`src/rtl/adc_regbank_pkg.sv`:
```
package adc_regbank_pkg;
  // word offsets (byte address / 4); software relies on these
  localparam int unsigned OFF_VERSION = 32'h100;
  localparam int unsigned OFF_IDENT   = 32'h101;
  localparam int unsigned OFF_SCRATCH = 32'h102;
  localparam int unsigned OFF_IFKIND  = 32'h103;
  localparam int unsigned OFF_CTRL    = 32'h110;
  localparam int unsigned OFF_PERIOD  = 32'h111;
  localparam int unsigned OFF_BURST   = 32'h112;
  localparam int unsigned OFF_RDDATA  = 32'h113;
  localparam int unsigned OFF_WRDATA  = 32'h114;

  localparam logic [1:0] RESP_OKAY = 2'b00;
endpackage

```
`src/rtl/axil_wr_port.sv`:
```
module axil_wr_port #(
  parameter int WORD_W = 10,
  parameter int DATA_W = 32,
  localparam int NBYTES = DATA_W / 8
) (
  input  logic              clk,
  input  logic              rst,
  input  logic [WORD_W-1:0] awword,
  input  logic              awvalid,
  output logic              awready,
  input  logic [DATA_W-1:0] wdata,
  input  logic [NBYTES-1:0] wstrb,
  input  logic              wvalid,
  output logic              wready,
  output logic [1:0]        bresp,
  output logic              bvalid,
  input  logic              bready,
  output logic              wr_en,
  output logic [WORD_W-1:0] wr_word,
  output logic [DATA_W-1:0] wr_data,
  output logic [NBYTES-1:0] wr_strb
);
  import adc_regbank_pkg::*;

  logic aw_full, w_full, bvalid_q;
  logic [WORD_W-1:0] aw_q;
  logic [DATA_W-1:0] w_q;
  logic [NBYTES-1:0] s_q;

  assign awready = !aw_full && !bvalid_q;
  assign wready  = !w_full && !bvalid_q;
  assign wr_en   = aw_full && w_full && !bvalid_q;
  assign wr_word = aw_q;
  assign wr_data = w_q;
  assign wr_strb = s_q;
  assign bvalid  = bvalid_q;
  assign bresp   = RESP_OKAY;

  always_ff @(posedge clk) begin
    if (rst) begin
      aw_full  <= 1'b0;
      w_full   <= 1'b0;
      bvalid_q <= 1'b0;
      aw_q     <= '0;
      w_q      <= '0;
      s_q      <= '0;
    end else begin
      if (awvalid && awready) begin
        aw_full <= 1'b1;
        aw_q    <= awword;
      end
      if (wvalid && wready) begin
        w_full <= 1'b1;
        w_q    <= wdata;
        s_q    <= wstrb;
      end
      if (wr_en) begin
        aw_full  <= 1'b0;
        w_full   <= 1'b0;
        bvalid_q <= 1'b1;
      end else if (bvalid_q && bready) begin
        bvalid_q <= 1'b0;
      end
    end
  end
endmodule

```
`src/rtl/axil_rd_port.sv`:
```
module axil_rd_port #(
  parameter int WORD_W = 10,
  parameter int DATA_W = 32
) (
  input  logic              clk,
  input  logic              rst,
  input  logic [WORD_W-1:0] arword,
  input  logic              arvalid,
  output logic              arready,
  output logic [DATA_W-1:0] rdata,
  output logic [1:0]        rresp,
  output logic              rvalid,
  input  logic              rready,
  output logic [WORD_W-1:0] rd_word,
  input  logic [DATA_W-1:0] rd_data
);
  import adc_regbank_pkg::*;

  logic              rvalid_q;
  logic [DATA_W-1:0] rdata_q;

  assign arready = !rvalid_q;
  assign rd_word = arword;
  assign rvalid  = rvalid_q;
  assign rdata   = rdata_q;
  assign rresp   = RESP_OKAY;

  always_ff @(posedge clk) begin
    if (rst) begin
      rvalid_q <= 1'b0;
      rdata_q  <= '0;
    end else if (arvalid && arready) begin
      rvalid_q <= 1'b1;
      rdata_q  <= rd_data;
    end else if (rvalid_q && rready) begin
      rvalid_q <= 1'b0;
    end
  end
endmodule

```
`src/rtl/adc_reg_core.sv`:
```
module adc_reg_core #(
  parameter int          WORD_W      = 10,
  parameter int          DATA_W      = 32,
  parameter int          BURST_W     = 5,
  parameter logic [31:0] VERSION     = 32'h0001_0000,
  parameter logic [31:0] CORE_ID     = 32'h0,
  parameter int          PARALLEL_IF = 1,
  localparam int NBYTES = DATA_W / 8
) (
  input  logic               clk,
  input  logic               rst,
  input  logic               wr_en,
  input  logic [WORD_W-1:0]  wr_word,
  input  logic [DATA_W-1:0]  wr_data,
  input  logic [NBYTES-1:0]  wr_strb,
  input  logic [WORD_W-1:0]  rd_word,
  output logic [DATA_W-1:0]  rd_data,
  input  logic               dev_rd_valid,
  input  logic [DATA_W-1:0]  dev_rd_data,
  output logic               core_rst_n,
  output logic               trig_en,
  output logic [DATA_W-1:0]  conv_period,
  output logic [BURST_W-1:0] burst_last,
  output logic               dev_wr_req,
  output logic [DATA_W-1:0]  dev_wr_data
);
  import adc_regbank_pkg::*;

  localparam logic [WORD_W-1:0] A_VER  = WORD_W'(OFF_VERSION);
  localparam logic [WORD_W-1:0] A_ID   = WORD_W'(OFF_IDENT);
  localparam logic [WORD_W-1:0] A_SCR  = WORD_W'(OFF_SCRATCH);
  localparam logic [WORD_W-1:0] A_IFK  = WORD_W'(OFF_IFKIND);
  localparam logic [WORD_W-1:0] A_CTL  = WORD_W'(OFF_CTRL);
  localparam logic [WORD_W-1:0] A_PER  = WORD_W'(OFF_PERIOD);
  localparam logic [WORD_W-1:0] A_BST  = WORD_W'(OFF_BURST);
  localparam logic [WORD_W-1:0] A_RDD  = WORD_W'(OFF_RDDATA);
  localparam logic [WORD_W-1:0] A_WRD  = WORD_W'(OFF_WRDATA);
  localparam logic [DATA_W-1:0] IFKIND = DATA_W'(PARALLEL_IF != 0);

  logic [DATA_W-1:0]  scratch_w, period_w;
  logic [1:0]         ctl_q;
  logic [BURST_W-1:0] burst_q;
  logic [DATA_W-1:0]  ret_q;
  logic               req_q;
  logic [DATA_W-1:0]  req_data_q;

  // byte-lane writable words
  for (genvar b = 0; b < NBYTES; b++) begin : g_lane
    logic [7:0] scr_l, per_l;
    always_ff @(posedge clk) begin
      if (rst) begin
        scr_l <= '0;
        per_l <= '0;
      end else if (wr_en && wr_strb[b]) begin
        if (wr_word == A_SCR) scr_l <= wr_data[b*8 +: 8];
        if (wr_word == A_PER) per_l <= wr_data[b*8 +: 8];
      end
    end
    assign scratch_w[b*8 +: 8] = scr_l;
    assign period_w[b*8 +: 8]  = per_l;
  end

  always_ff @(posedge clk) begin
    if (rst) begin
      ctl_q      <= '0;
      burst_q    <= '0;
      ret_q      <= '0;
      req_q      <= 1'b0;
      req_data_q <= '0;
    end else begin
      if (wr_en && wr_strb[0] && wr_word == A_CTL) ctl_q   <= wr_data[1:0];
      if (wr_en && wr_strb[0] && wr_word == A_BST) burst_q <= wr_data[BURST_W-1:0];
      if (dev_rd_valid) ret_q <= dev_rd_data;
      req_q <= wr_en && (wr_word == A_WRD);
      if (wr_en && wr_word == A_WRD) req_data_q <= wr_data;
    end
  end

  always_comb begin
    case (rd_word)
      A_VER:   rd_data = DATA_W'(VERSION);
      A_ID:    rd_data = DATA_W'(CORE_ID);
      A_SCR:   rd_data = scratch_w;
      A_IFK:   rd_data = IFKIND;
      A_CTL:   rd_data = DATA_W'(ctl_q);
      A_PER:   rd_data = period_w;
      A_BST:   rd_data = DATA_W'(burst_q);
      A_RDD:   rd_data = ret_q;
      default: rd_data = '0;
    endcase
  end

  assign core_rst_n  = ctl_q[0];
  assign trig_en     = ctl_q[1];
  assign conv_period = period_w;
  assign burst_last  = burst_q;
  assign dev_wr_req  = req_q;
  assign dev_wr_data = req_data_q;
endmodule

```
`src/rtl/adc_ctl_regbank.sv`:
```
module adc_ctl_regbank #(
  parameter int          ADDR_W      = 12,
  parameter int          DATA_W      = 32,
  parameter int          BURST_W     = 5,
  parameter logic [31:0] VERSION     = 32'h0001_0000,
  parameter logic [31:0] CORE_ID     = 32'h0,
  parameter int          PARALLEL_IF = 1,
  localparam int NBYTES = DATA_W / 8,
  localparam int WORD_W = ADDR_W - 2
) (
  input  logic               clk,
  input  logic               rst,
  input  logic [ADDR_W-1:0]  s_awaddr,
  input  logic               s_awvalid,
  output logic               s_awready,
  input  logic [DATA_W-1:0]  s_wdata,
  input  logic [NBYTES-1:0]  s_wstrb,
  input  logic               s_wvalid,
  output logic               s_wready,
  output logic [1:0]         s_bresp,
  output logic               s_bvalid,
  input  logic               s_bready,
  input  logic [ADDR_W-1:0]  s_araddr,
  input  logic               s_arvalid,
  output logic               s_arready,
  output logic [DATA_W-1:0]  s_rdata,
  output logic [1:0]         s_rresp,
  output logic               s_rvalid,
  input  logic               s_rready,
  input  logic               dev_rd_valid,
  input  logic [DATA_W-1:0]  dev_rd_data,
  output logic               core_rst_n,
  output logic               trig_en,
  output logic [DATA_W-1:0]  conv_period,
  output logic [BURST_W-1:0] burst_last,
  output logic               dev_wr_req,
  output logic [DATA_W-1:0]  dev_wr_data
);
  logic              wr_en;
  logic [WORD_W-1:0] wr_word, rd_word;
  logic [DATA_W-1:0] wr_data, rd_data;
  logic [NBYTES-1:0] wr_strb;
  logic              unused_addr_lsbs;

  assign unused_addr_lsbs = ^{s_awaddr[1:0], s_araddr[1:0]};

  axil_wr_port #(.WORD_W(WORD_W), .DATA_W(DATA_W)) u_wr (
    .clk(clk), .rst(rst),
    .awword(s_awaddr[ADDR_W-1:2]), .awvalid(s_awvalid), .awready(s_awready),
    .wdata(s_wdata), .wstrb(s_wstrb), .wvalid(s_wvalid), .wready(s_wready),
    .bresp(s_bresp), .bvalid(s_bvalid), .bready(s_bready),
    .wr_en(wr_en), .wr_word(wr_word), .wr_data(wr_data), .wr_strb(wr_strb)
  );

  axil_rd_port #(.WORD_W(WORD_W), .DATA_W(DATA_W)) u_rd (
    .clk(clk), .rst(rst),
    .arword(s_araddr[ADDR_W-1:2]), .arvalid(s_arvalid), .arready(s_arready),
    .rdata(s_rdata), .rresp(s_rresp), .rvalid(s_rvalid), .rready(s_rready),
    .rd_word(rd_word), .rd_data(rd_data)
  );

  adc_reg_core #(
    .WORD_W(WORD_W), .DATA_W(DATA_W), .BURST_W(BURST_W),
    .VERSION(VERSION), .CORE_ID(CORE_ID), .PARALLEL_IF(PARALLEL_IF)
  ) u_core (
    .clk(clk), .rst(rst),
    .wr_en(wr_en), .wr_word(wr_word), .wr_data(wr_data), .wr_strb(wr_strb),
    .rd_word(rd_word), .rd_data(rd_data),
    .dev_rd_valid(dev_rd_valid), .dev_rd_data(dev_rd_data),
    .core_rst_n(core_rst_n), .trig_en(trig_en), .conv_period(conv_period),
    .burst_last(burst_last), .dev_wr_req(dev_wr_req), .dev_wr_data(dev_wr_data)
  );
endmodule

```
`config.mk`:
```
export PLATFORM = sky130hd
export DESIGN_NAME = adc_ctl_regbank
export DESIGN_NICKNAME = d
export VERILOG_FILES = /design/src/rtl/adc_regbank_pkg.sv /design/src/rtl/axil_wr_port.sv /design/src/rtl/axil_rd_port.sv /design/src/rtl/adc_reg_core.sv /design/src/rtl/adc_ctl_regbank.sv
export SDC_FILE = /design/constraint.sdc
export NUM_CORES = 1
export LEC_CHECK = 0
export CAP_MARGIN = 20
export CORE_MARGIN = 8
export CORE_UTILIZATION = 49
export CTS_CLUSTER_SIZE = 12
export DETAILED_ROUTE_END_ITERATION = 8
export PLACE_DENSITY = 0.86
export SLEW_MARGIN = 20
export SYNTH_ARGS = -nofsm -noshare
export SYNTH_HDL_FRONTEND = slang
export SYNTH_SLANG_ARGS = --single-unit
export TNS_END_PERCENT = 50
```
`constraint.sdc`:
```
create_clock -name clk -period 2.4 [get_ports clk]
set_clock_uncertainty 0.2 [all_clocks]
set_input_delay 0.48 -clock clk [delete_from_list [all_inputs] [get_ports clk]]
set_output_delay 0.48 -clock clk [all_outputs]
set_load 0.03 [all_outputs]
```
[After elaboration in Yosys (flattened, before gate mapping)]
Index checks and enable logic that the tools add are counted.
Cells by class
  multiply operators: 0
  order comparisons: 0
  $add $sub $neg: 0
  bitwise gates (word level): 0
  equal/unequal tests: 12
  divide/modulo/power cells: 0
  reduce and logical (&&, ||, !) cells: 31
  shift-type cells: 0
  multiplexer cells: 5
Operators by type and width (number)
  one-hot mux 32 bit (7 select lines): 1
  equality test 10 x 9 -> 1 bit (second input constant): 12
  logical AND 1 bit: 16
  AND reduction 2 bit: 8
  logical NOT 1 bit: 4
  two-way mux 1 bit: 4
  nonzero test 2 bit: 2
  OR reduction 2 bit: 1
Storage, ports and cells
  bits in writable memories: 0
  bits in registers: 218
  bits of input ports: 100
  bits in latches: 0
  memories kept: 0
  output and inout bits: 113
  logic and storage cells: 69
  memory bits (read-only): 0

[Longest topological paths before layout]
Gate-level depths: netlist (run 1).
  depth after elaboration: 4
  gate-level depth with buffers: 7
  mapped depth without buffers: 4

[Hierarchy]
From an unflattened synthesis (run 1), not the netlist that was laid out.
Second synthesis, totals
  cells, all modules: 1016
  area total of the unflattened synthesis: 9661.8 sq um
By module, submodules not included
  adc_reg_core: cells each 635, seq. area each 2722.6 sq um, area each 6153.4 sq um, times used 1
  axil_wr_port: cells each 219, seq. area each 980.9 sq um, area each 1860.5 sq um, times used 1
  axil_rd_port: cells each 162, seq. area each 660.6 sq um, area each 1647.8 sq um, times used 1

[Least setup slack after synthesis (run 1)]
Ideal clock, no wire load.
  path kind: flip-flop to flip-flop
  from: register u_wr.bvalid_q (netlist: u_wr.bvalid)
  to: register u_wr.w_q[10] (netlist: u_wr.wr_data[10])
  buffers on the path: 2
  clock period less this slack: 2.134 ns
  slack: 0.266 ns
  stages on the path, launching flop included: 7
  data required time: 2.130 ns
  arrival: 1.864 ns
  library setup time: 0.070 ns
  cells stage by stage: dfxtp_1 -> nor2_1 -> and2_1 -> clkbuf_1 -> clkbuf_1 -> nand2_1 -> a21oi_1
Between the ends
  cells in the longest elaborated chain, start to end: 3
Ends and longest elaborated chain
  from (decl): line axil_wr_port.sv:25  | logic aw_full, w_full, bvalid_q;
  from (signal assigned): line axil_wr_port.sv:43  | bvalid_q <= 1'b0;
  from (signal assigned): line axil_wr_port.sv:60  | bvalid_q <= 1'b1;
  from (signal assigned): line axil_wr_port.sv:62  | bvalid_q <= 1'b0;
  logical NOT 1 bit: line axil_wr_port.sv:31  | assign wready = !w_full && !bvalid_q;
  logical AND 1 bit: line axil_wr_port.sv:31
  via s_wready: line adc_ctl_regbank.sv:19  | output logic s_wready,
  logical AND 1 bit: line axil_wr_port.sv:52  | if (wvalid && wready) begin
  to (signal assigned): line axil_wr_port.sv:54  | w_q <= wdata;
  to (decl): line axil_wr_port.sv:27  | logic [DATA_W-1:0] w_q;
The timed path passes the listed nets, and every way through them passes these cells.
A chain may end at the register's enable or synchronous reset.

[Worst setup path after layout (run 1)]
  from: register u_core.g_lane[3].per_l[2]
  to: output conv_period[26]
RTL lines
  from (decl): line adc_reg_core.sv:49  | logic [7:0] scr_l, per_l;
  from (signal assigned): line adc_reg_core.sv:56  | if (wr_word == A_PER) per_l <= wr_data[b*8 +: 8];
  to (decl): line adc_ctl_regbank.sv:34  | output logic [DATA_W-1:0] conv_period,
No word-level cell between the ends.

==> results of run 1 <==
## Yosys cell counts (4+ instances only)
cell type	n
a21oi_1	59
a221o_1	26
a22o_1	4
a22oi_1	26
and2_1	5
buf_1	4
buf_2	8
buf_4	7
clkbuf_1	47
dfxtp_1	218
inv_1	5
mux2i_1	104
nand2_1	101
nand2b_1	90
nand3b_1	28
nand4_1	15
nor2_1	76
nor4bb_1	6
o21ai_0	40
## cell families (layout without fill, tap and decap cells)
| group | Yosys count | after routing | share of synthesized area |
|---|---|---|---|
| compound gates | 164 | 164 | 0.121 |
| buf+inv | 75 | 273 | 0.0428 |
| flops | 218 | 218 | 0.500 |
| mux | 108 | 108 | 0.126 |
| other cells | 1 | 4 | 0.000429 |
| simple gates | 347 | 347 | 0.211 |
## sequential cells by signal, summed over array words and instances, names as in the netlist
| signal | flops |
|---|---|
| u_core.burst_last | 5 |
| u_rd.rdata | 32 |
| u_core.g_lane.scr_l | 32 |
| u_wr.wr_data | 32 |
| u_core.g_lane.per_l | 32 |
| u_rd.rvalid | 1 |
| u_wr.wr_word | 10 |
| u_core.dev_wr_req | 1 |
| u_wr.bvalid | 1 |
| u_wr.aw_full | 1 |
| u_wr.wr_strb | 4 |
| u_core.ret_q | 32 |
| u_core.ctl_q | 2 |
| u_core.dev_wr_data | 32 |
| u_wr.w_full | 1 |
## cell type report
class | count | share of cell area
timing repair buffer | 233 | 0.202
inverter | 5 | 0.00160
multi-input combinational | 623 | 0.343
tap | 229 | 0.0244
sequential | 218 | 0.372
clock buffer | 32 | 0.0545
clock inverter | 3 | 0.00192
## how the worst max path moves through the flow
| stage | startpoint | end | slack (ns) | cells past startpoint |
|---|---|---|---|---|
| final | u_core.g_lane[3].per_l[2] | conv_period[26] | 0.1 | 1 |
| after global routing | u_rd.rvalid | s_rvalid | 0.05 | 1 |
| after CTS | u_wr.bvalid | s_bvalid | 0.04 | 1 |
| after detailed placement | s_arvalid | u_rd.rdata[28] | -0.04 | 7 |
| after global placement | s_arvalid | u_rd.rdata[26] | -0.006 | 7 |
| after floorplan | u_wr.bvalid | u_wr.wr_data[10] | 0.27 | 6 |
## per-stage QoR
stage | TNS, ns | setup WS [ns] | util | instances | power, W
floorplan | 0 | 0.266 | - | 916 | 0.00419
global placement | -0.105 | -0.00624 | 0.624 | 1308 | 0.00448
detailed placement | -0.571 | -0.0393 | 0.624 | 1308 | 0.00449
CTS | 0 | 0.0398 | 0.662 | 1343 | 0.00768
global route | 0 | 0.0473 | 0.662 | 1343 | 0.00789
finish | 0 | 0.0990 | 0.662 | 1343 | 0.00761
## repair_timing
action / 4_1_cts / 5_1_grt
hold buffers: 0 / 0
buffers inserted: 0 / 0
setup endpoints to repair: 2 / 1
resized for setup: 2 / 1
## metal layers
metal,wire [µm],part of all wire,track usage
met2,11800,0.48,0.363
met1,10000,0.41,0.252
met5,0,0,0
met3,1870,0.077,0.0520
met4,665,0.027,0.0848
## power by group through the flow
stage	Sequential [W]	Combinational (W)	Clock (W)
after floorplan	0.00384	0.000348	0
after global placement	0.00385	0.000627	0
after detailed placement	0.00386	0.000636	0
after CTS	0.00378	0.000638	0.00326
after global routing	0.00379	0.000695	0.00340
final	0.00378	0.000635	0.00319
==> impl_results.md, run 1 <==
- First-pass GRT wire length: 38,600 µm
- Die area: ~22,000 µm²
- Drt total wl: 24,400 µm
- CP Capture Type: output port
- Core ar.: around 18,000 µm²
- Status: finished, final reports clean
- Synth cell types: 44
- Top delay family on crit path: buffers and inverters
- Die height: 150 µm
- Switch Pwr: 0.00174 W
- Most frequent cells in the layout: dfxtp_1, clkdlybuf4s50_1, mux2i_1
- Layout cells sized above 1: 0.0700
- Critical Path RT: approximately 1.7 ns
- Critical-path cell list: clkdlybuf4s50_1
- Initial antenna violation count: 0
- Peak supply drop: 0.569 mV
- Worst Path Arrival: ~1.6 ns
- Htree depth: 1
- PortBufs: ~200
- Nets: 1,204
- Hold path start: u_wr.wr_data[18]
- Slew Limit Fails: 0
- P_int: 0.00587 W
- Worst-path maximum fanout: 3
- Ys flop type: dfxtp_1
- Root Driver: clkbuf_16
- Crit path time final: between 2 and 2.5 ns
- Starting Density: 0.493
- Area of the multi-input gates: between 4000 and 5000 µm²
- Synth top area share: 0.500
- Max-cap viol count: 0
- Clk_lat worst skew: about 0.5 ns
- EDFF count, synth: 0
- Startpoint Class: flop
- Clock Sinks: approximately 220
- Via count: about 7.3k
- Kind of critical path: reg2out
- Register area share after synthesis: 0.500
- Max Root-Sink Buffers: 3
- Clock share of power: 0.419
- Cell Area, Placed: between 10,000 and 15,000 µm²
- Max Clk Rate: between 400 and 500 MHz
- Seq pwr share: 0.497
- Fin Hold WS: 0.253 ns
- Bufs and invs on worst path: 1
- DIE WIDTH: ~150 µm
- Internal reg-to-reg setup slack: around 0.29 ns
- Routability congestion estimate: 0.827
- RR Startpoint: u_wr.aw_full
- FF-to-FF path depth: 5
- Yosys reg bits: around 220
- Final setup violation count: 0
- Via density: approximately 5.4
- Max stage delay cell, worst path: clkdlybuf4s50_1
- Pwr Density: about 650 nW/µm²
- Final ANT Viol Nets: 0
- Fill count: roughly 1.4k
- I/O pin cnt: between 200 and 250
- Cells after Synth: about 900
- Area leader, netlist: dfxtp_1
- Final Cell Area: about 12,000 µm²
- Min-Delay Endpoint: u_wr.wr_data[18]
- Sw Share: 0.228
- Worst min path class: reg2reg
- Async S/R FF share, synth: 0
- Fin. Hold Viols: 0
- Leakage: about 4.4 nW
- R2R Path End: u_core.dev_wr_data[12]
- Crit share post-route: 0.959
- Area contributors post-synth: dfxtp_1, mux2i_1, nand2b_1, nand2_1, a21oi_1
- GRT Total Usage: 0.213
- Register area: 4360 µm²
- Logic pwr share: 0.084
- Vias in the first global route: roughly 7.5k
- Mean post-synth cell area: ~9.6 µm²
- Warnings from Yosys: 0
- CTS tree: built
- Routed len/inst: 18.2 µm
- Iteration-0 DRC Markers: between 400 and 500
- Dpl hpwl: approximately 17,000 µm
- First-pass DRT Iterations: 5
- Clock transition at the registers of the reported paths: about 0.06 ns
- Row Count: ~50
- Worst-Margin Slew: roughly 0.7 ns
- GRT overflow: 0
- Slew headroom: 0.536
- Largest net degree at the start of global routing: about 130
- RSZ-0062 raised after global routing: false
- CTS Buf Count: 23
- Cell Area, Synth: 8740 µm²
- Commonest non-fill, non-tap cell in the layout: dfxtp_1
- WHS Path Cells: 2
- DR DRC count: 0
- P&R area growth vs syn: 34.2%
- ANT cells: 0
- CP max stage delay: 0.74 ns
Note: power is estimated with default switching activity, not from simulation.
==> inputs of run 2 (changes only) <==
--- a/config.mk
+++ b/config.mk
@@ -7,10 +7,10 @@
 export LEC_CHECK = 0
 export CAP_MARGIN = 20
 export CORE_MARGIN = 8
-export CORE_UTILIZATION = 49
+export CORE_UTILIZATION = 35
 export CTS_CLUSTER_SIZE = 12
 export DETAILED_ROUTE_END_ITERATION = 8
-export PLACE_DENSITY = 0.86
+export PLACE_DENSITY = 0.67
 export SLEW_MARGIN = 20
 export SYNTH_ARGS = -nofsm -noshare
 export SYNTH_HDL_FRONTEND = slang
==> run 2 against run 1 <==
Against the previous run:
- worst hold slack worse by 0.0015 ns
- clock power up 16%
- power up 6.8%
- critical endpoint is now conv_period[0]
- via count down 0.70%
==> impl_results.md, run 2 (synthesized netlist as in run 1, its figures left out) <==
- R2R Path End: u_core.dev_wr_data[9]
- Bufs and invs on worst path: 1 (unchanged)
- Max stage delay cell, worst path: clkdlybuf4s50_1
- Via count: 7,216 (-0.70%)
- Placed Cells: 1,407 (+7.6%)
- Htree depth: 1 (unchanged)
- CTS tree: built
- Top delay family on crit path: buffers and inverters
- Fill count: 2,392 (+72%)
- First-pass DRT Iterations: 8 (+3)
- Internal reg-to-reg setup slack: 0.31 ns (+0.02 ns)
- Fin Hold WS: 0.252 ns (-0.00147 ns)
- CP Depth: 1 (unchanged)
- GRT Total Usage: 0.163 (-0.0500)
- Peak supply drop: 0.379 mV (-33%)
- RR Startpoint: u_wr.wr_word[5]
- Clock Sinks: 218 (unchanged)
- I/O pin cnt: 213 (unchanged)
- Layout cells sized above 1: 0.0760 (+0.00594)
- Finished Layout Cells: 1,449 (+7.9%)
- DR DRC count: 0 (unchanged)
- PortBufs: 204 (unchanged)
- Worst Setup SP: u_core.g_lane[0].per_l[0]
- Vias in the first global route: 6,984 (-6.5%)
- CP max stage delay: 0.75 ns (about the same)
- Dpl hpwl: 17,800 µm (+6.3%)
- Worst-path maximum fanout: 3 (unchanged)
- Final Cell Area: 12,000 µm² (+2.2%)
- Die height: 174 µm (+16%)
- Root Driver: clkbuf_16
- Nets: 1,204 (unchanged)
- Crit share post-route: 0.969 (+0.0106)
- Status: finished, final reports clean
- Largest net degree at the start of global routing: 221 (+66%)
- ANT cells: 0 (unchanged)
- Routed len/inst: 17.8 µm (-1.8%)
- Clock transition at the registers of the reported paths: 0.06 ns (about the same)
- Startpoint Class: flop
- Area of the multi-input gates: 4040 µm² (+0.25%)
- Clk_lat worst skew: 0.52 ns (+0.03 ns)
- Final setup violation count: 0 (unchanged)
- Die area: 30,300 µm² (+35%)
- Fin. Hold Viols: 0 (unchanged)
- Slew headroom: 0.439 (-0.0974)
- Final ANT Viol Nets: 0 (unchanged)
- Critical Path RT: 1.72 ns (about the same)
- Slew Limit Fails: 0 (unchanged)
- P&R area growth vs syn: 37.1%
- DIE WIDTH: 174 µm (+16%)
- Initial antenna violation count: 2 (+2)
- Worst Path Arrival: 1.65 ns (+0.03 ns)
- Cell Area, Placed: 11,200 µm² (+1.1%)
- Max Root-Sink Buffers: 3 (unchanged)
- Drt total wl: 25,800 µm (+5.9%)
- Register area: 4360 µm² (unchanged)
- FF-to-FF path depth: 5 (unchanged)
- Via density: 4.98 (-8.0%)
- Starting Density: 0.352 (-0.141)
- Routability congestion estimate: 0.774 (-6.4%)
- Worst-Margin Slew: 0.842 ns (+0.146 ns)
- Critical-path cell list: clkdlybuf4s50_1
- Commonest non-fill, non-tap cell in the layout: dfxtp_1
- Crit path time final: 2.33 ns (+0.0255 ns)
- Pwr Density: 678 nW/µm² (+4.5%)
- Kind of critical path: reg2out
- PnR Total Power: 0.00812 W (+6.8%)
- Iteration-0 DRC Markers: 481 (+9.3%)
- Worst min path class: reg2reg
- Max Clk Rate: 430 MHz (-1.1%)
- First-pass GRT wire length: 40,100 µm (+4.0%)
- End of the critical path: conv_period[0]
- RSZ-0062 raised after global routing: false
- Most frequent cells in the layout: dfxtp_1, clkdlybuf4s50_1, mux2i_1
- Core ar.: 24,800 µm² (+40%)
- Final Core Density: 0.483 (-0.179)
- Leakage: 4.47 nW (+1.0%)
- CP Capture Type: output port
- GRT overflow: 0 (unchanged)
- CTS Buf Count: 25 (+8.7%)
- Row Count: 58 (+18%)
- Max-cap viol count: 0 (unchanged)
==> run 2: changes by cell type in the layout (fill, tap and decap cells not counted), moves of 2 or more <==
cell       previous run  this run
buf_4                20        18
clkbuf_1              6         4
clkbuf_8              3         7
nor2_4                0         2
clkbuf_16            23        25
nor2_2                2         0
clkinv_2              1         3
==> run 2: stage by stage <==
stage	TNS (ns)	setup WS, ns
after CTS	0	0.0597
after global routing	0	0.0276
after global placement	-0.259	-0.0227
final	0	0.0735
after floorplan	0	0.266
after detailed placement	-1.10	-0.0592
==> run 2: power by group <==
group / switching, W / internal (W)
Clock: 0.00148 / 0.00222
Sequential: 0.0000690 / 0.00371
Combinational: 0.000323 / 0.000321
==> run 2: worst min path at each step <==
stage	from	slack [ns]	to	cells after the start
3_5_place_dp	u_wr.wr_data[20]	0.25	u_wr.wr_data[20]	2
2_1_floorplan	u_wr.wr_word[3]	0.24	u_wr.wr_word[3]	2
4_1_cts	u_wr.wr_data[20]	0.25	u_wr.wr_data[20]	2
5_1_grt	u_wr.wr_data[20]	0.27	u_wr.wr_data[20]	2
6_report	u_wr.wr_data[20]	0.25	u_wr.wr_data[20]	2
3_3_place_gp	u_wr.wr_data[18]	0.24	u_wr.wr_data[18]	2
==> run 2: repair_timing <==
| action | CTS | global route |
|---|---|---|
| hold endpoints to repair | 0 | 0 |
| resized for setup | 3 | 0 |
| buffers inserted | 0 | 0 |
| endpoints found under the setup margin | 3 | 0 |
| hold buffers | 0 | 0 |
==> run 2: area by class of cell <==
cell class,count,share of cell area
timing repair buffer,231,0.196
clock inverter,6,0.00512
tap,330,0.0345
inverter,5,0.00157
clock buffer,36,0.0615
sequential,218,0.364
multi-input combinational,623,0.337
==> run 2: routing by layer <==
| layer | vias to the layer above | global-route usage | routed length [µm] |
|---|---|---|---|
| met4 | 4 | 0.0431 | 624 |
| met3 | 43 | 0.0453 | 1530 |
| met5 | - | 0 | 22 |
| met1 | 3413 | 0.206 | 11600 |
| met2 | 187 | 0.268 | 12000 |
| li1 | 3569 | - | - |
